File: config.mk
export PLATFORM = sky130hd
export DESIGN_NAME = iir7_lowpass
export DESIGN_NICKNAME = d
export VERILOG_FILES = /design/src/rtl/iir7_pkg.sv /design/src/rtl/iir7_delay.sv /design/src/rtl/iir7_feedfwd.sv /design/src/rtl/iir7_feedback.sv /design/src/rtl/iir7_lowpass.sv
export SDC_FILE = /design/constraint.sdc
export NUM_CORES = 2
export LEC_CHECK = 0
export ABC_AREA = 1
export BUFFER_PORTS_ARGS = -buffer_cell sky130_fd_sc_hd__buf_2
export CORE_MARGIN = 10
export CORE_UTILIZATION = 58
export CTS_BUF_LIST = sky130_fd_sc_hd__clkbuf_4 sky130_fd_sc_hd__clkbuf_8
export DETAILED_ROUTE_END_ITERATION = 12
export PLACE_DENSITY = 0.81
export SETUP_SLACK_MARGIN = 0.15
export SLEW_MARGIN = 20
export SYNTH_ARGS = -nofsm -noshare
export SYNTH_HDL_FRONTEND = slang
export SYNTH_SLANG_ARGS = --single-unit
File: constraint.sdc
create_clock -name clk -period 11.9 [get_ports clk]
set_clock_uncertainty 0.1 [all_clocks]
set_input_delay 0 -clock clk [delete_from_list [all_inputs] [get_ports clk]]
set_output_delay 0 -clock clk [all_outputs]
set_load 0.01 [all_outputs]
File: src/rtl/iir7_pkg.sv
package iir7_pkg;
    localparam int ORDER   = 7;
    localparam int NPAIR   = (ORDER + 1) / 2;
    localparam int LATENCY = 2;

    // Binomial coefficient C(ORDER, k), built from the running product.
    function automatic int binom_w(input int k);
        int r;
        r = 1;
        for (int i = 0; i < k; i++) begin
            r = r * (ORDER - i) / (i + 1);
        end
        return r;
    endfunction

    typedef enum logic [1:0] {
        SAT_NONE = 2'd0,
        SAT_HIGH = 2'd1,
        SAT_LOW  = 2'd2
    } sat_e;
endpackage

File: src/rtl/iir7_delay.sv
module iir7_delay #(
    parameter int W     = 16,
    parameter int DEPTH = 7
) (
    input  logic                      clk,
    input  logic                      rst,
    input  logic                      shift,
    input  logic signed [W-1:0]       din,
    output logic [DEPTH-1:0][W-1:0]   taps
);
    generate
        for (genvar i = 0; i < DEPTH; i++) begin : g_stage
            always_ff @(posedge clk) begin
                if (rst) begin
                    taps[i] <= '0;
                end else if (shift) begin
                    if (i == 0) begin
                        taps[i] <= din;
                    end else begin
                        taps[i] <= taps[(i == 0) ? 0 : i - 1];
                    end
                end
            end
        end
    endgenerate
endmodule

File: src/rtl/iir7_feedfwd.sv
module iir7_feedfwd
    import iir7_pkg::*;
#(
    parameter int                       DW   = 16,
    parameter int                       GW   = 16,
    parameter int                       FF_W = GW + DW + 8,
    parameter logic signed [GW-1:0]     GAIN = '0
) (
    input  logic signed [DW-1:0]        x_now,
    input  logic [ORDER-1:0][DW-1:0]    x_hist,
    output logic signed [FF_W-1:0]      ff
);
    localparam int WS_W = DW + 8;

    logic signed [DW-1:0]   tap   [ORDER+1];
    logic signed [WS_W-1:0] term  [NPAIR];
    logic signed [WS_W-1:0] wsum;

    assign tap[0] = x_now;
    generate
        for (genvar k = 1; k <= ORDER; k++) begin : g_tap
            assign tap[k] = $signed(x_hist[k-1]);
        end
        for (genvar p = 0; p < NPAIR; p++) begin : g_pair
            logic signed [WS_W-1:0] pair_sum;
            logic signed [WS_W-1:0] weight;
            assign weight   = WS_W'(binom_w(p));
            assign pair_sum = WS_W'(tap[p]) + WS_W'(tap[ORDER-p]);
            assign term[p]  = pair_sum * weight;
        end
    endgenerate

    always_comb begin
        wsum = '0;
        for (int p = 0; p < NPAIR; p++) begin
            wsum = wsum + term[p];
        end
    end

    assign ff = FF_W'(GAIN) * FF_W'(wsum);
endmodule

File: src/rtl/iir7_feedback.sv
module iir7_feedback
    import iir7_pkg::*;
#(
    parameter int                       DW   = 16,
    parameter int                       CW   = 16,
    parameter int                       FB_W = CW + DW + 3,
    parameter logic [ORDER*CW-1:0]      COEF = '0
) (
    input  logic [ORDER-1:0][DW-1:0]    y_hist,
    output logic signed [FB_W-1:0]      fb
);
    logic signed [FB_W-1:0] term [ORDER];

    generate
        for (genvar k = 0; k < ORDER; k++) begin : g_tap
            logic signed [CW-1:0] c_k;
            assign c_k     = $signed(COEF[k*CW +: CW]);
            assign term[k] = FB_W'(c_k) * FB_W'($signed(y_hist[k]));
        end
    endgenerate

    always_comb begin
        fb = '0;
        for (int k = 0; k < ORDER; k++) begin
            fb = fb + term[k];
        end
    end
endmodule

File: src/rtl/iir7_lowpass.sv
module iir7_lowpass
    import iir7_pkg::*;
#(
    parameter int DATA_W    = 16,
    parameter int COEF_W    = 16,
    parameter int COEF_FRAC = 10,
    parameter int GAIN_W    = 16,
    parameter int GAIN_FRAC = 30,
    parameter logic signed [GAIN_W-1:0] FF_GAIN = 16'sd8590,
    parameter logic [7*COEF_W-1:0] FB_COEF = {
        16'sd488, -16'sd3572, 16'sd10776, -16'sd18729,
        16'sd20504, -16'sd14091, 16'sd5647
    }
) (
    input  logic                     clk,
    input  logic                     rst,
    input  logic                     in_valid,
    input  logic signed [DATA_W-1:0] in_x,
    output logic                     out_valid,
    output logic signed [DATA_W-1:0] out_y
);
    localparam int FF_W  = GAIN_W + DATA_W + 8;
    localparam int FB_W  = COEF_W + DATA_W + 3;
    localparam int ALIGN = GAIN_FRAC - COEF_FRAC;
    localparam int ACC_W = ((FF_W > FB_W + ALIGN) ? FF_W : FB_W + ALIGN) + 1;
    localparam logic signed [ACC_W-1:0] Y_MAX = ACC_W'((2 ** (DATA_W - 1)) - 1);
    localparam logic signed [ACC_W-1:0] Y_MIN = ~Y_MAX;
    localparam logic signed [ACC_W-1:0] HALF  = ACC_W'(1) <<< (GAIN_FRAC - 1);

    typedef struct packed {
        logic                    busy;
        logic signed [ACC_W-1:0] acc;
    } stage_t;

    stage_t                       st;
    logic                         busy;
    logic                         accept;
    logic [ORDER-1:0][DATA_W-1:0] x_hist;
    logic [ORDER-1:0][DATA_W-1:0] y_hist;
    logic signed [FF_W-1:0]       ff;
    logic signed [FB_W-1:0]       fb;
    logic signed [ACC_W-1:0]      acc_sum;
    logic signed [ACC_W-1:0]      rnd;
    logic signed [ACC_W-1:0]      quo;
    sat_e                         sat_kind;
    logic signed [DATA_W-1:0]     y_next;

    assign busy   = st.busy;
    assign accept = in_valid & ~busy;

    iir7_delay #(.W(DATA_W), .DEPTH(ORDER)) u_xline (
        .clk(clk), .rst(rst), .shift(accept), .din(in_x), .taps(x_hist)
    );

    iir7_delay #(.W(DATA_W), .DEPTH(ORDER)) u_yline (
        .clk(clk), .rst(rst), .shift(busy), .din(y_next), .taps(y_hist)
    );

    iir7_feedfwd #(.DW(DATA_W), .GW(GAIN_W), .FF_W(FF_W), .GAIN(FF_GAIN)) u_ff (
        .x_now(in_x), .x_hist(x_hist), .ff(ff)
    );

    iir7_feedback #(.DW(DATA_W), .CW(COEF_W), .FB_W(FB_W), .COEF(FB_COEF)) u_fb (
        .y_hist(y_hist), .fb(fb)
    );

    assign acc_sum = ACC_W'(ff) + (ACC_W'(fb) <<< ALIGN);

    always_ff @(posedge clk) begin
        if (rst) begin
            st <= '0;
        end else begin
            st.busy <= accept;
            if (accept) begin
                st.acc <= acc_sum;
            end
        end
    end

    // Half-up rounding, then clipping to the sample range.
    assign rnd = st.acc + HALF;
    assign quo = rnd >>> GAIN_FRAC;

    always_comb begin
        if (quo > Y_MAX) begin
            sat_kind = SAT_HIGH;
        end else if (quo < Y_MIN) begin
            sat_kind = SAT_LOW;
        end else begin
            sat_kind = SAT_NONE;
        end
        case (sat_kind)
            SAT_HIGH: y_next = DATA_W'(Y_MAX);
            SAT_LOW:  y_next = DATA_W'(Y_MIN);
            default:  y_next = DATA_W'(quo);
        endcase
    end

    always_ff @(posedge clk) begin
        if (rst) begin
            out_valid <= 1'b0;
            out_y     <= '0;
        end else begin
            out_valid <= busy;
            if (busy) begin
                out_y <= y_next;
            end
        end
    end
endmodule

[Word-level counts from Yosys, hierarchy flattened]
Index checks and enable logic that the tools add are counted.
Storage, ports and cells
  flip-flop bits (word level): 282
  input port bits: 19
  output and inout bits: 17
  word-level logic and storage cells: 52
Cells by class
  $lt $le $gt $ge: 2
  multiply operators: 11
  muxes and demuxes: 3
  bitwise gates (word level): 2
  add/sub/neg operators: 15
  equality and inequality tests: 2
Operators with widths (count)
  adder 35 bit: 5
  adder 24 bit: 3
  adder 16 x 16 -> 17 bit: 4
  adder 39 x 55 -> 56 bit: 1
  adder 56 x 31 -> 56 bit, second input constant: 1
  multiplier 14 x 24 -> 38 bit, first input constant: 1
  adder 35 x 26 -> 35 bit: 1
  multiplier 16 x 16 -> 32 bit, first input constant: 1
  case mux 16 bit (2 select lines): 1
  multiplier 15 x 16 -> 31 bit, first input constant: 1
  multiplier 14 x 16 -> 30 bit, first input constant: 1
  multiplier 13 x 16 -> 29 bit, first input constant: 1
  multiplier 12 x 16 -> 28 bit, first input constant: 1
  multiplier 11 x 16 -> 27 bit, first input constant: 1
  > comparator 26 x 16 -> 1 bit, second input constant: 1
  less-than comparator 26 x 16 -> 1 bit, second input constant: 1
  multiplier 24 x 4 -> 24 bit, second input constant: 1
  multiplier 24 x 6 -> 24 bit, second input constant: 1
  multiplier 24 x 7 -> 24 bit, second input constant: 1
  multiplier 7 x 16 -> 23 bit, first input constant: 1
  2-to-1 mux 2 bit: 2
  == test 2 x 1 -> 1 bit, second input constant: 1
  == test 2 bit, second input constant: 1
  bitwise AND 1 bit: 1
  NOT 1 bit: 1

[Logic depth before layout (Yosys ltp)]
  word-level depth: 8
  depth in mapped cells: 71
  depth with buffers taken out: 71

[Modules after synthesis]
Synthesis repeated with hierarchy kept, for this count alone.
Unflattened totals
  cell total of the unflattened synthesis: 8576
  area total of the unflattened synthesis: 64167.8 um^2
Modules (own cells, without submodules)
  iir7_feedback: area an instance 34668.2 um^2, seq. area each 0.0 um^2, instances 1, cells an instance 4322
  iir7_feedfwd: area an instance 15197.1 um^2, seq. area each 0.0 um^2, instances 1, cells an instance 1941
  iir7_delay: area an instance 4599.4 um^2, seq. area each 2242.2 um^2, instances 2, cells an instance 710
  iir7_lowpass: area an instance 5103.6 um^2, seq. area each 900.9 um^2, instances 1, cells an instance 893

[Least setup slack after synthesis]
No wires, ideal clock.
  path kind: reg-to-reg
  start point: register u_xline.taps[5] (netlist bit)
  end point: register st[55] (netlist bit)
  required time: 11.671 ns
  path buffers: 1
  setup slack: -0.538 ns
  arrival time: 12.209 ns
  stages on the path, launching flop included: 65
  clock period less this slack: 12.438 ns
  cells stage by stage: dfxtp_1 -> ha_1 -> buf_2 -> nand2_1 -> nor3_1 -> nand2_1 -> o211ai_1 -> a21oi_1 -> o21bai_2 -> a21oi_1 -> o21bai_2 -> nand3_1 -> o21ai_0 -> xor2_1 -> inv_1 -> ha_1 -> fa_1 -> fa_1 -> (+29 left out) -> o21bai_1 -> nand3_1 -> nand2_1 -> nand2_1 -> nand2_1 -> nand2_1 -> nand2_1 -> xor2_1 -> ha_1 -> a21oi_1 -> inv_1 -> a31oi_1 -> o21ai_0 -> a21oi_1 -> nand2_1 -> a21oi_1 -> xor2_1 -> a21oi_1
On the way
  word-level cells in the longest chain between the ends: 7
Ends and longest elaborated chain
  start: declaration: line iir7_delay.sv:9  | output logic [DEPTH-1:0][W-1:0] taps
  start signal: indexed assignment: line iir7_delay.sv:18  | taps[i] <= din;
  start signal: indexed assignment: line iir7_delay.sv:20  | taps[i] <= taps[(i == 0) ? 0 : i - 1];
  adder 16 x 16 -> 17 bit: line iir7_feedfwd.sv:28  | assign pair_sum = WS_W'(tap[p]) + WS_W'(tap[ORDER-p]);
  multiplier 24 x 4 -> 24 bit: line iir7_feedfwd.sv:29  | assign term[p] = pair_sum * weight;
  adder 24 bit (3 in series): line iir7_feedfwd.sv:36  | wsum = wsum + term[p];
  multiplier 14 x 24 -> 38 bit: line iir7_feedfwd.sv:40  | assign ff = FF_W'(GAIN) * FF_W'(wsum);
  adder 39 x 55 -> 56 bit: line iir7_lowpass.sv:67  | assign acc_sum = ACC_W'(ff) + (ACC_W'(fb) <<< ALIGN);
  end: declaration: line iir7_lowpass.sv:35  | stage_t st;
No other way between the ends.
A chain may end at the register's enable or synchronous reset.

[Worst setup path in the final report]
  start point: register u_xline.taps[85] (netlist bit)
  end point: register st[50] (netlist bit)
The elaborated chain is that of the path after synthesis.

==> results.sh <==
export IMPL_outcome="finished, violations left"
export IMPL_violations="setup timing"
export IMPL_min_path_type="input pin to flip-flop"
export IMPL_synth_edff_count=0
export IMPL_drcViolationCount=0
export IMPL_clock_fmax_mhz=79.2
export IMPL_crit_path_max_incr_delay_ns=0.54
export IMPL_tritoncts="built"
export IMPL_setup_viol_count_final=27
export IMPL_drv_slew=0
export IMPL_netlist_area_leader_share_pct=29.8
export IMPL_cts_buffers_inserted=51
export IMPL_grt_pass1_wl_mm=250
export IMPL_seq_area_frac_synth_pct=9.04
export IMPL_netlist_instances=6611
export IMPL_clock_sinks=253
export IMPL_ys_seq_elements=253
export IMPL_max_slew_margin_pct=26.0
export IMPL_detailedPlace_worstSlack_ns=-0.749
export IMPL_crit_reg2reg_launch="u_xline.taps[85]"
export IMPL_cp_slowest_cell="fa_1"
export IMPL_worst_pin_slew_ns=1.11
export IMPL_hold_depth=5
export IMPL_synthTopCellsByArea="fa_1 30%, ha_1 23%, inv_1 10%"
export IMPL_die_x_um=331
export IMPL_grt_max_degree=137
export IMPL_syn_num_nets=8513
export IMPL_initial_utilization_pct=58.7
export IMPL_synth_warnings=0
export IMPL_start_kind="flip-flop"
export IMPL_drt_iter0_drc=3414
export IMPL_numPortBuffers=35
export IMPL_synth_top_flop_cell="dfxtp_1"
export IMPL_yosysUniqueCellTypes=59
export IMPL_cts_max_path_buffers=3
export IMPL_rsz0062_at_grt="yes"
export IMPL_whs_ns=0.194
export IMPL_root_buffer="clkbuf_8"
export IMPL_arrival_ns=13.13
export IMPL_async_flop_share_pct=0
export IMPL_required_ns=12.40
export IMPL_clk_latency_ns=0.78
export IMPL_coreArea_mm2=0.0954
export IMPL_routed_wl_mm=161
export IMPL_grt_use_total_pct=28.4
export IMPL_synth_top_area_cell="fa_1"
export IMPL_nets=9035
export IMPL_place_hpwl_mm=126
export IMPL_syn2layout_area_growth_pct=17.0
export IMPL_setup_slack_ns=-0.731
export IMPL_via_count=47000
export IMPL_gp_congestion=0.958
export IMPL_rows=113
export IMPL_postRouteAntennaNets=0
export IMPL_layout_drive_gt1_share_pct=15.6
export IMPL_wire_per_inst_um=19.1
export IMPL_path_clk_slew_ns=0.08
export IMPL_r2r_setup_slack_ns=-0.73
export IMPL_die_y_um=331
export IMPL_firstDrtPassIters=6
export IMPL_synth_avg_cell_area_um2=8.47
export IMPL_antenna_found_initial=2
export IMPL_cts_max_level=2
export IMPL_hold_start="in_x[3]"
export IMPL_grt_pass1_vias=48900
export IMPL_io_pins=36
export IMPL_period_needed_ns=12.63
export IMPL_r2r_cells=68
export IMPL_r2r_end="st[50]"
export IMPL_tns_ns=-14.81
export IMPL_vias_per_cell=5.56
export IMPL_maxCapViolations=0
export IMPL_crit_type="flip-flop to flip-flop"
export IMPL_netlist_area_mm2=0.0560
export IMPL_dieArea_mm2=0.109
export IMPL_critPathMaxFanout=6
export IMPL_hold_viol=0
export IMPL_timing_final_crit_share_pct=106
export IMPL_grt_overflow=0
export IMPL_holdPathEnd="u_xline.taps[3]"
export IMPL_critPathCaptureType="flip-flop"
## synthesized netlist by cell type, types with 4 or more instances
cell type and n:
ha_1 1049, nand2_2 9, a21oi_1 495, nand3_2 5, buf_4 16, xor2_1 252, o21bai_1 28, inv_1 1558
o21a_1 18, clkbuf_1 79, a31o_2 7, nor3_1 44, o21ai_1 28, inv_2 7, nor4_1 15, or2_2 7
o31ai_1 4, xnor2_1 137, a31oi_1 30, buf_1 6, a21o_1 25, a211oi_1 11, nor2_1 487, nand4_1 22
a21boi_0 6, o21ai_0 390, nand3_1 114, dfxtp_1 253, nor2_4 4, o221ai_1 7, fa_1 834, nand2_1 600
nand3b_1 9, o2111ai_1 4, o211ai_1 6, and2_1 5
## worst max-delay path, delay by kind of cell (launching register included)
kind            cells  cell delay (ns)
compound gates     14             1.96
flops               1             0.36
simple gates       26             2.59
xor+xnor            3             0.60
fa+ha+maj          14             5.71
buf+inv            11             1.11
## worst max-delay path by stage
stage	start	end	slack (ns)	cells past startpoint
2_1_floorplan	u_xline.taps[5]	st[55]	0.15	64
5_1_grt	u_xline.taps[85]	st[50]	-1.10	66
6_report	u_xline.taps[85]	st[50]	-0.73	68
4_1_cts	u_xline.taps[80]	st[51]	-0.17	67
3_5_place_dp	u_xline.taps[80]	st[45]	-0.75	60
3_3_place_gp	u_xline.taps[2]	st[45]	-0.39	60
## cell type report
class	instances	area (um2)
sequential	253	5080
inverter	1567	5890
multi-input combinational	4683	47200
antenna	3	7.51
timing repair buffer	577	4450
fill	6910	29900
clock inverter	26	469
tap	1265	1580
clock buffer	70	913
## per-stage QoR
stage	instance area, um2	util [%]	cells
2_1_floorplan	56300	-	6611
3_3_place_gp	60900	63.8	8239
3_5_place_dp	60900	63.8	8239
4_1_cts	64100	67.2	8405
5_1_grt	65600	68.7	8444
6_report	65600	68.7	8444
## cell families (layout without fill, tap and decap cells)
logic type,count (synthesis),after routing,share of synthesized area (%)
flops,253,253,9.04
xor+xnor,389,389,6.08
other cells,1,4,0.00669
fa+ha+maj,1883,1883,53.2
compound gates,1072,1072,10.3
simple gates,1338,1338,9.99
buf+inv,1675,2240,11.4
## sequential cells by signal, summed over array words and instances, names as in the netlist
signal        flops
out_y            16
u_yline.taps     96
out_valid         1
u_xline.taps    112
st               27
busy              1
## layout by cell type, fill, tap and decap left out, types with 10 or more instances in the layout
cell type	n
o21bai_1	25
ha_4	68
fa_2	10
nor2_1	447
buf_2	35
xor2_2	13
nor4_1	10
nand3_1	100
nand2_4	24
a21oi_4	16
a21oi_1	428
a21o_1	25
dfxtp_1	243
o21ai_1	43
o21ai_0	347
nor2_2	25
a21oi_2	52
nand2_2	79
dlygate4sd3_1	35
inv_1	1528
o21ai_2	27
nand4_1	22
nand2_1	509
a31oi_1	23
clkbuf_8	62
buf_6	19
buf_4	485
nor2_4	21
nand3_2	19
fa_1	824
bufinv_16	12
nor3_1	39
o21a_1	18
xor2_1	232
inv_2	36
xnor2_1	124
ha_1	976
## repair_timing
item | 4_1_cts | 5_1_grt
hold buffers | 35 | 0
gates resized for setup | 285 | 243
cloned | 1 | 0
pin swaps | 114 | 150
buffers inserted | 34 | 36
endpoints found under the hold margin | 80 | 0
endpoints found under the setup margin | 27 | 27
## metal layers
layer	global-route usage, %	vias up	routed length (um)
met5	0	-	0
met4	10.2	0	7740
met3	4.51	491	11000
met2	48.0	1727	76600
met1	36.5	22900	66000
li1	-	21900	-
Power is not shown: default switching activity piles up to over one toggle a cycle in this logic, so the estimate is an artifact.
